==> src/rtl/blk_lock_seq.sv <==
module blk_lock_seq #(
  parameter int NBLK        = 32,
  parameter int LOCK_CYCLES = 4
) (
  input  logic                     clk,
  input  logic                     rst_n,
  input  logic                     start,
  input  logic [1:0]               op,
  input  logic [$clog2(NBLK)-1:0]  blk_addr,
  input  logic                     wp_n,
  input  logic                     vpp_ok,
  input  logic                     ers_done,
  input  logic                     ers_fail,
  input  logic [$clog2(NBLK)-1:0]  stat_blk,
  output logic                     busy,
  output logic                     lock_err,
  output logic                     erase_err,
  output logic                     ers_req,
  output logic [$clog2(NBLK)-1:0]  ers_blk,
  output logic [7:0]               stat_byte
);
  localparam int AW = $clog2(NBLK);
  localparam int CW = $clog2(LOCK_CYCLES + 1);
  localparam logic [AW-1:0] LAST = AW'(NBLK - 1);
  localparam logic [1:0] OP_BLK  = 2'd0;
  localparam logic [1:0] OP_CHIP = 2'd1;

  typedef enum logic [1:0] {S_IDLE, S_SCAN, S_ERS, S_LOCK} st_t;

  st_t            st;
  logic [AW-1:0]  cur;
  logic [CW-1:0]  cnt;
  logic           chip, clr;
  logic [NBLK-1:0] lock, est;

  wire tgt_locked = lock[blk_addr] && !wp_n;
  wire cur_skip   = lock[cur] && !wp_n;

  assign busy      = (st != S_IDLE);
  assign ers_req   = (st == S_ERS);
  assign ers_blk   = cur;
  assign stat_byte = {6'b0, est[stat_blk], lock[stat_blk]};

  always_ff @(posedge clk) begin
    if (!rst_n) begin
      if (st == S_ERS) est[cur] <= 1'b1;
      st        <= S_IDLE;
      cur       <= '0;
      cnt       <= '0;
      chip      <= 1'b0;
      clr       <= 1'b0;
      lock_err  <= 1'b0;
      erase_err <= 1'b0;
    end else begin
      case (st)
        S_IDLE: if (start) begin
          lock_err  <= 1'b0;
          erase_err <= 1'b0;
          cur       <= blk_addr;
          chip      <= 1'b0;
          clr       <= op[0];
          cnt       <= CW'(LOCK_CYCLES - 1);
          case (op)
            OP_BLK: begin
              if (!vpp_ok) erase_err <= 1'b1;
              else if (tgt_locked) begin
                lock_err  <= 1'b1;
                erase_err <= 1'b1;
              end else st <= S_ERS;
            end
            OP_CHIP: begin
              if (!vpp_ok) erase_err <= 1'b1;
              else begin
                st   <= S_SCAN;
                cur  <= '0;
                chip <= 1'b1;
              end
            end
            default: begin
              if (!vpp_ok || !wp_n) lock_err <= 1'b1;
              else st <= S_LOCK;
            end
          endcase
        end
        S_SCAN: begin
          if (cur_skip) begin
            if (cur == LAST) st <= S_IDLE;
            else cur <= cur + 1'b1;
          end else st <= S_ERS;
        end
        S_ERS: if (ers_done) begin
          est[cur] <= ers_fail;
          if (ers_fail) begin
            erase_err <= 1'b1;
            st        <= S_IDLE;
          end else if (chip && cur != LAST) begin
            cur <= cur + 1'b1;
            st  <= S_SCAN;
          end else st <= S_IDLE;
        end
        S_LOCK: begin
          if (cnt == '0) begin
            if (clr) lock <= '0;
            else lock[cur] <= 1'b1;
            st <= S_IDLE;
          end else cnt <= cnt - 1'b1;
        end
        default: st <= S_IDLE;
      endcase
    end
  end

  AST_REFUSE_LOCKED: assert property (@(posedge clk) disable iff (!rst_n)
    (start && !busy && op == OP_BLK && vpp_ok && tgt_locked) |=> (!busy && lock_err && erase_err));
  AST_LOCK_STABLE: assert property (@(posedge clk) disable iff (!rst_n)
    (st != S_LOCK) |=> $stable(lock));
  AST_WALK_ASCEND: assert property (@(posedge clk) disable iff (!rst_n)
    (st == S_SCAN) |=> (!busy || cur == $past(cur) || cur == AW'($past(cur) + 1'b1)));
  AST_SCAN_NO_LOCKERR: assert property (@(posedge clk) disable iff (!rst_n)
    (st == S_SCAN) |=> !lock_err);
  AST_FAIL_STOPS: assert property (@(posedge clk) disable iff (!rst_n)
    (ers_req && ers_done && ers_fail) |=> (!busy && erase_err && stat_byte[1] == (stat_blk == $past(cur) ? 1'b1 : stat_byte[1])));
  AST_HOLD_WHILE_ERASE: assert property (@(posedge clk) disable iff (!rst_n)
    (ers_req && !ers_done) |=> (ers_req && $stable(ers_blk)));
endmodule

==> config.mk <==
export PLATFORM = sky130hd
export DESIGN_NAME = blk_lock_seq
export DESIGN_NICKNAME = d
export VERILOG_FILES = /design/src/rtl/blk_lock_seq.sv
export SDC_FILE = /design/constraint.sdc
export NUM_CORES = 1
export LEC_CHECK = 0
export ABC_AREA = 1
export CAP_MARGIN = 40
export CORE_MARGIN = 1.5
export CORE_UTILIZATION = 45
export CTS_CLUSTER_DIAMETER = 40
export DETAILED_ROUTE_END_ITERATION = 8
export GPL_TIMING_DRIVEN = 1
export PLACE_DENSITY = 0.68
export SLEW_MARGIN = 20
export SYNTH_ARGS = -nofsm -noshare
export SYNTH_HDL_FRONTEND = slang
export SYNTH_SLANG_ARGS = --single-unit
==> constraint.sdc <==
create_clock -name clk -period 3.6 [get_ports clk]
set_clock_uncertainty 0.15 [all_clocks]
set_input_delay 0.72 -clock clk [delete_from_list [all_inputs] [get_ports clk]]
set_output_delay 0.72 -clock clk [all_outputs]
set_load 0.02 [all_outputs]
==> results of run 1 <==
==> Yosys cell counts, drive strengths merged (6+ instances only) <==
library cell / count
nand2: 181
a21oi: 126
edfxtp: 64
inv: 64
o21ai: 55
nand3: 52
nor2: 48
clkbuf: 27
buf: 21
dfxtp: 14
ha: 11
a31oi: 6
nor3: 6
o221ai: 6
==> through the flow <==
stage	util, %	hold slack [ns]	std cells
after floorplan	-	0.2813	703
after global placement	49.83	0.2975	850
after detailed placement	49.85	0.3100	850
after CTS	52.31	0.3202	866
after global routing	52.32	0.3442	866
final	52.32	0.3224	866
==> metal layers <==
layer,part of all wire (%),vias to the layer above,track usage [%]
met2,48,294,42.86
met5,0,-,0
met3,8.8,41,5.291
li1,-,2414,-
met1,40,2411,33.68
met4,3.2,0,11.54
==> cell type report <==
| class | instances | area, um^2 |
|---|---|---|
| Inverter | 64 | 252.7 |
| Tap cell | 143 | 178.9 |
| Clock inverter | 7 | 56.30 |
| Sequential cell | 78 | 2203 |
| Clock buffer | 9 | 225.2 |
| Multi-Input combinational cell | 513 | 2520 |
| Fill cell | 1113 | 5398 |
| Timing Repair Buffer | 52 | 486.7 |
==> registers in the layout, indices dropped and copies added (netlist names) <==
signal and count:
ers_blk 5, chip 1, est 32, lock 32, cnt 3, lock_err 1, st 2, erase_err 1
clr 1
==> cells by family (layout without fill, tap and decap cells) <==
| logic type | count (synthesis) | in the layout | synth area share [%] |
|---|---|---|---|
| AND/OR/NAND/NOR | 292 | 292 | 24.20 |
| AO/OA/AOI/OAI | 203 | 203 | 20.93 |
| buffers and inverters | 112 | 132 | 9.547 |
| flip-flops | 78 | 78 | 42.43 |
| adder cells (fa/ha/maj) | 11 | 11 | 2.652 |
| other | 1 | 6 | 0.07225 |
| XOR/XNOR | 1 | 1 | 0.1688 |
==> repair_timing <==
item                       4_1_cts  5_1_grt
gates resized for setup          2        1
setup endpoints to repair        2        1
setup buffers                    0        0
==> power by group through the flow <==
stage	registers [mW]	clock network, mW	logic, mW
after floorplan	1.26	0	1.17
after global placement	1.30	0	1.53
after detailed placement	1.30	0	1.55
after CTS	1.29	0.889	1.56
after global routing	1.30	0.927	1.74
final	1.29	0.873	1.58
==> worst paths after layout <==
| kind | from | endpoint | slack (ns) | cells after the start |
|---|---|---|---|---|
| max | stat_blk[0] | stat_byte[0] | 0.18 | 9 |
| min | cnt[0] | cnt[0] | 0.32 | 1 |
| max reg2reg | ers_blk[1] | ers_blk[0] | 0.79 | 10 |
| min reg2reg | cnt[0] | cnt[0] | 0.32 | 1 |
==> critical path, cell delays in order <==
cell	delay (ns)
clkdlybuf4s50_1	0.50
inv_1	0.10
buf_12	0.16
o21ai_0	0.16
a21oi_1	0.06
o21ai_0	0.17
nand3_1	0.09
a32oi_1	0.24
clkdlybuf4s15_1	0.34
==> flow_metrics.tcl, run 1 <==
set metrics [dict create \
    outcome "completed" \
    pwr-share-seq_pct 34.4 \
    synth.distinct_cells 40 \
    tightest_slew_ns 0.6621 \
    layout.nets 748 \
    endpoint_kind "output port" \
    ys_seq_elements 78 \
    coreArea_um2 11320 \
    wl_um 15150 \
    cp.required_ns 2.73 \
    ys.flop_type "edfxtp_1" \
    tns_ns 0 \
    firstDrtPassIters 5 \
    ys_seq_area_share_pct 42.43 \
    synth_top_area_share_pct 37.03 \
    dpl.hpwl_um 10860 \
    hold_viol 0 \
    final_common_cell "nand2_1" \
    critical_path_class "input pin to output port" \
    routabilityCongestion 0.9056 \
    grt_pass1_vias 4639 \
    dieWidth_um 110.4 \
    cts-root-buf "clkbuf_16" \
    cts.sinks 78 \
    crit_arrival_ns 2.55 \
    cts_buffer_depth 2 \
    synthArstFlopShare_pct 0 \
    cts_tree "yes" \
    cts_buffers 9 \
    synth.avg_cell_area_um2 7.435 \
    ir_drop_mv 0.4058 \
    start_util_pct 45.84 \
    num_vias 5160 \
    final_cell_area_um2 5923 \
    min_period_over_period_pct 95.11 \
    synth_warnings 0 \
    synth_area_um2 5190 \
    internal_power_mw 2.158 \
    netlist_instances 698 \
    drive_gt1_share_pct 8.990 \
    report.final.setup_viol 0 \
    synth-edff-count 64 \
    rsz0062_at_grt "no" \
    clk_pin_slew_ns 0.07 \
    grt_max_degree 44 \
    grt_pass1_wl_um 23770 \
    place_ws_ns -0.1296 \
    ant_nets 0 \
    final_cell_mix "nand2_1 (178), a21oi_1 (125), edfxtp_1 (64)" \
    cts_htree_levels 3 \
    holdBufCountCts 0 \
    die-area_um2 12190 \
    syn2layout_area_growth_pct 14.13 \
    io_buffers 29 \
    dpl_cell_area_um2 5643 \
    fmax_ghz 0.2921 \
    yosys.area.top_type "edfxtp_1" \
    io_pins 36 \
    crit_fanout 27 \
    antenna_found_initial 0 \
    slew-limit-headroom_pct 55.86 \
    drtIter0Drc 529 \
    synth_area_leaders "edfxtp_1 (37%), nand2_1 (13%), a21oi_1 (12%)" \
    die_h_um 110.4 \
    grtUsageTotal_pct 26.26 \
    p_total_mw 3.741 \
    leakagePower_nw 2.398 \
    fin_ws_ns 0.1760 \
    rows 39 \
    wl_per_cell_um 17.50 \
    drc 0 \
    cp-start-kind "input pin" \
    p_sw_share_pct 42.33 \
    min_path_type "flop to flop" \
    clk_latency_ns 0.35 \
    num_antenna_cells 0 \
    vias_per_cell 5.958 \
    grt.overflow.total 0 \
    combPwrFrac_pct 42.2 \
    maxCapViolations 0 \
    pwr-share-clk_pct 23.3 \
    drv_slew 0 \
    p_per_area_nw_per_um2 631.6 \
    switchingPower_mw 1.584 \
    layout_min_cycle_time_ns 3.424 \
]
Power figures use the tool's default switching activity.
==> run 2, diff against run 1 <==
- CORE_UTILIZATION: 45 -> 35
- PLACE_DENSITY: 0.68 -> 0.56
==> flow_metrics.tcl, run 2 (same netlist as run 1, synthesis figures left out) <==
set metrics [dict create \
    outcome "completed" \
    final_common_cell "nand2_1" \
    crit_arrival_ns 2.53 \
    num_antenna_cells 0 \
    cts_buffers 9 \
    grt_pass1_vias 4616 \
    grt.overflow.total 0 \
    path_buf_inv 4 \
    p_sw_share_pct 40.34 \
    rows 44 \
    combPwrFrac_pct 41.1 \
    dpl.hpwl_um 11250 \
    slew-limit-headroom_pct 53.68 \
    firstDrtPassIters 5 \
    grt_pass1_wl_um 24990 \
    p_total_mw 3.901 \
    cp_slowest_cell "clkdlybuf4s50_1" \
    endpoint_kind "output port" \
    hold_viol 0 \
    holdPathStages 1 \
    die-area_um2 15570 \
    io_buffers 29 \
    cp-startpoint "stat_blk[1]" \
    place_inst 889 \
    antenna_found_initial 0 \
    ir_drop_mv 0.4650 \
    critical_path_class "input pin to output port" \
    layout_min_cycle_time_ns 3.399 \
    p_per_area_nw_per_um2 650.1 \
    final_cell_area_um2 6001 \
    cts-root-buf "clkbuf_16" \
    dpl_cell_area_um2 5679 \
    syn2layout_area_growth_pct 15.62 \
    internal_power_mw 2.327 \
    io_pins 36 \
    clk_latency_ns 0.35 \
    wl_per_cell_um 17.72 \
    pwr-share-clk_pct 26.0 \
    hold-worst-slack_ns 0.3135 \
    crit_fanout 17 \
    min_period_over_period_pct 94.43 \
    drive_gt1_share_pct 8.599 \
    rsz0062_at_grt "no" \
    cts_tree "yes" \
    clk_pin_slew_ns 0.06 \
    routabilityCongestion 0.8552 \
    final_cells 905 \
    path_common_cell "o21ai_0" \
    grtUsageTotal_pct 20.70 \
    cts_htree_levels 3 \
    reg2reg_to "ers_blk[2]" \
    tightest_slew_ns 0.6948 \
    r2r_cells 10 \
    coreArea_um2 14480 \
    ant_nets 0 \
    layout.nets 746 \
    dieWidth_um 124.8 \
    fin_util_pct 41.44 \
    vias_per_cell 5.429 \
    hold_start "cnt[0]" \
    pwr-share-seq_pct 33.0 \
    cts_buffer_depth 2 \
    crit_family "buffers and inverters" \
    switchingPower_mw 1.574 \
    ff2ff_setup_slack_ns 0.66 \
    die_h_um 124.8 \
    min_path_type "flop to flop" \
    fmax_ghz 0.2942 \
    cts.sinks 78 \
    cp.required_ns 2.73 \
    drtIter0Drc 525 \
    fin_ws_ns 0.2005 \
    rr_startpoint "ers_blk[1]" \
    holdBufCountCts 0 \
    grt_max_degree 44 \
    num_vias 4913 \
    crit_chain "clkdlybuf4s50_1 -> inv_1 -> buf_12 -> o21ai_0 -> o22ai_1 -> o21ai_0 -> o21ai_0 -> nor2_1 -> a31oi_1 -> dlygate4sd2_1" \
    drc 0 \
    leakagePower_nw 2.408 \
    report.final.setup_viol 0 \
    maxCapViolations 0 \
    start_util_pct 35.85 \
    tns_ns 0 \
    drv_slew 0 \
    wl_um 16040 \
    place_ws_ns -0.1993 \
    cp-start-kind "input pin" \
    cp_slowest_stage_delay_ns 0.53 \
    final_cell_mix "nand2_1 (178), a21oi_1 (125), edfxtp_1 (64)" \
    min_to "cnt[0]" \
]
[run 2: cell types whose count changed in the layout (fill, tap and decap cells not counted), moves of 2 or more]
cell,previous run,this run
inv_6,3,0
buf_4,21,19
bufinv_16,0,2
clkbuf_1,0,2
clkbuf_8,0,2
clkinv_4,2,0
[run 2: area by class of cell]
cell class / instances / area, um^2
Sequential cell: 78 / 2203
Timing Repair Buffer: 50 / 466.7
Clock inverter: 3 / 67.56
Inverter: 64 / 252.7
Tap cell: 184 / 230.2
Multi-Input combinational cell: 513 / 2520
Clock buffer: 13 / 260.3
Fill cell: 1489 / 8478
[run 2: timing repair]
action / CTS / global route
endpoints found under the hold margin: 0 / 0
cloned: 0 / 0
endpoints found under the setup margin: 2 / 1
resized for setup: 2 / 3
setup buffers: 0 / 0
[run 2: power groups by stage]
stage | Combinational [mW] | Sequential [mW] | Clock [mW]
after floorplan | 1.17 | 1.26 | 0
after global placement | 1.57 | 1.30 | 0
after detailed placement | 1.59 | 1.30 | 0
after CTS | 1.59 | 1.28 | 1.02
after global routing | 1.77 | 1.30 | 1.06
final | 1.60 | 1.29 | 1.01
[run 2: how the worst max path moves through the flow]
stage | end | slack [ns] | cells past startpoint
after floorplan | lock[0] | 0.25 | 5
after global placement | stat_byte[0] | -0.15 | 9
after detailed placement | stat_byte[0] | -0.20 | 9
after CTS | stat_byte[0] | 0.09 | 9
after global routing | stat_byte[1] | 0.03 | 10
final | stat_byte[1] | 0.20 | 10
[run 2: per-layer routing]
layer,part of all wire (%),GRT usage (%)
met2,47,33.71
met5,0,0
met1,44,26.48
met4,3.5,8.452
met3,5.6,4.768
==> run 3, diff against run 2 <==
- RECOVER_POWER: not set -> 25
==> flow_metrics.tcl, run 3 (same netlist as run 1, synthesis figures left out) <==
set metrics [dict create \
    coreArea_um2 14480 \
    rows 44 \
    num_antenna_cells 0 \
    final_cells 905 \
    layout_min_cycle_time_ns 3.418 \
    cp_slowest_cell "clkdlybuf4s50_1" \
    cts_tree "yes" \
    ant_nets 0 \
    cts_buffers 9 \
    hold_viol 0 \
    grt_max_degree 44 \
    tightest_slew_ns 2.040 \
    dieWidth_um 124.8 \
    violations "capacitance limit, slew limit" \
    grtUsageTotal_pct 20.70 \
    final_cell_mix "nand2_1 (178), a21oi_1 (125), edfxtp_1 (64)" \
    drc 0 \
    io_pins 36 \
    ir_drop_mv 0.4655 \
    maxCapViolations 1 \
    rsz0062_at_grt "no" \
    report.final.setup_viol 0 \
    drv_slew 44 \
    clk_latency_ns 0.35 \
    slew-limit-headroom_pct -35.97 \
    drtIter0Drc 491 \
    p_per_area_nw_per_um2 651.1 \
    final_common_cell "nand2_1" \
    grt_pass1_vias 4616 \
    postCtsSetupBuffers 0 \
    critical_path_class "input pin to output port" \
    die_h_um 124.8 \
    crit_chain "clkdlybuf4s50_1 -> inv_1 -> buf_12 -> o21ai_0 -> o22ai_1 -> o21ai_0 -> o21ai_0 -> nor2_1 -> a31oi_1 -> dlygate4sd2_1" \
    p_total_mw 3.901 \
    crit_fanout 17 \
    fmax_ghz 0.2926 \
    place_inst 889 \
    path_buf_inv 4 \
    routabilityCongestion 0.8552 \
    outcome "finished with violations" \
    cp-start-kind "input pin" \
    io_buffers 29 \
    num_vias 4915 \
    grt.overflow.total 0 \
    syn2layout_area_growth_pct 15.43 \
    leakagePower_nw 2.400 \
    fill_cells 1492 \
    path_common_cell "o21ai_0" \
    wl_per_cell_um 17.71 \
    firstDrtPassIters 5 \
    clk_pin_slew_ns 0.06 \
    cts_buffer_depth 2 \
    wl_um 16030 \
    fin_ws_ns 0.1823 \
    start_util_pct 35.85 \
    drive_gt1_share_pct 8.322 \
    holdBufCountCts 0 \
    cp_slowest_stage_delay_ns 0.53 \
    layout.nets 746 \
    endpoint_kind "output port" \
    dpl.hpwl_um 11250 \
    crit_family "buffers and inverters" \
    cts.sinks 78 \
    crit_arrival_ns 2.55 \
    ff2ff_setup_slack_ns 0.65 \
    min_path_type "flop to flop" \
    cp.required_ns 2.73 \
    min_period_over_period_pct 94.94 \
    cts_htree_levels 3 \
    die-area_um2 15570 \
    grt_pass1_wl_um 24990 \
    cts-root-buf "clkbuf_16" \
    vias_per_cell 5.431 \
    place_ws_ns -0.1993 \
    antenna_found_initial 0 \
]
## run 3: cell count changes in the layout (fill, tap and decap cells not counted)
cell	change
clkbuf_2	+1
clkdlybuf4s50_1	-2
dlygate4sd3_1	+2
buf_4	-3
clkbuf_1	+2
## run 3: layer usage
| layer | global-route usage (%) | vias to the layer above | wire length, um | part of all wire [%] |
|---|---|---|---|---|
| li1 | - | 2405 | - | - |
| met1 | 26.48 | 2300 | 6973 | 44 |
| met2 | 33.71 | 173 | 7571 | 47 |
| met3 | 4.768 | 37 | 921 | 5.7 |
| met4 | 8.452 | 0 | 560 | 3.5 |
| met5 | 0 | - | 0 | 0 |
## run 3: final cells by class
class	instances	area (um^2)	area share (%)
Clock inverter	3	67.56	1.128
Timing Repair Buffer	50	456.7	7.623
Clock buffer	13	260.3	4.344
Tap cell	184	230.2	3.843
Sequential cell	78	2203	36.78
Multi-Input combinational cell	513	2520	42.06
Inverter	64	252.7	4.219
## run 3: where the power goes
group          internal (mW)  switching, mW
Clock                  0.646          0.369
Sequential              1.13          0.154
Combinational          0.548           1.05
Total                   2.33           1.57
## run 3: through the flow
| step | instance area, um^2 | TNS, ns | hold WS, ns | util [%] |
|---|---|---|---|---|
| finish | 5991 | 0 | 0.3170 | 41.38 |
| floorplan | 5209 | 0 | 0.2813 | - |
| global route | 5991 | 0 | 0.3749 | 41.38 |
| detailed placement | 5679 | -0.3162 | 0.3048 | 39.22 |
| CTS | 6005 | 0 | 0.3137 | 41.47 |
| global placement | 5678 | -0.2263 | 0.2976 | 39.22 |
## run 3: timing repair
item | in CTS | in global routing
resized for setup | 2 | 3
endpoints found under the setup margin | 2 | 1
cloned | 0 | 0
## run 3: path summary, 6_finish.rpt
path | cells past startpoint | endpoint | start
max | 10 | stat_byte[1] | stat_blk[1]
min | 1 | cnt[0] | cnt[0]
max reg2reg | 10 | ers_blk[2] | ers_blk[1]
min reg2reg | 1 | cnt[0] | cnt[0]
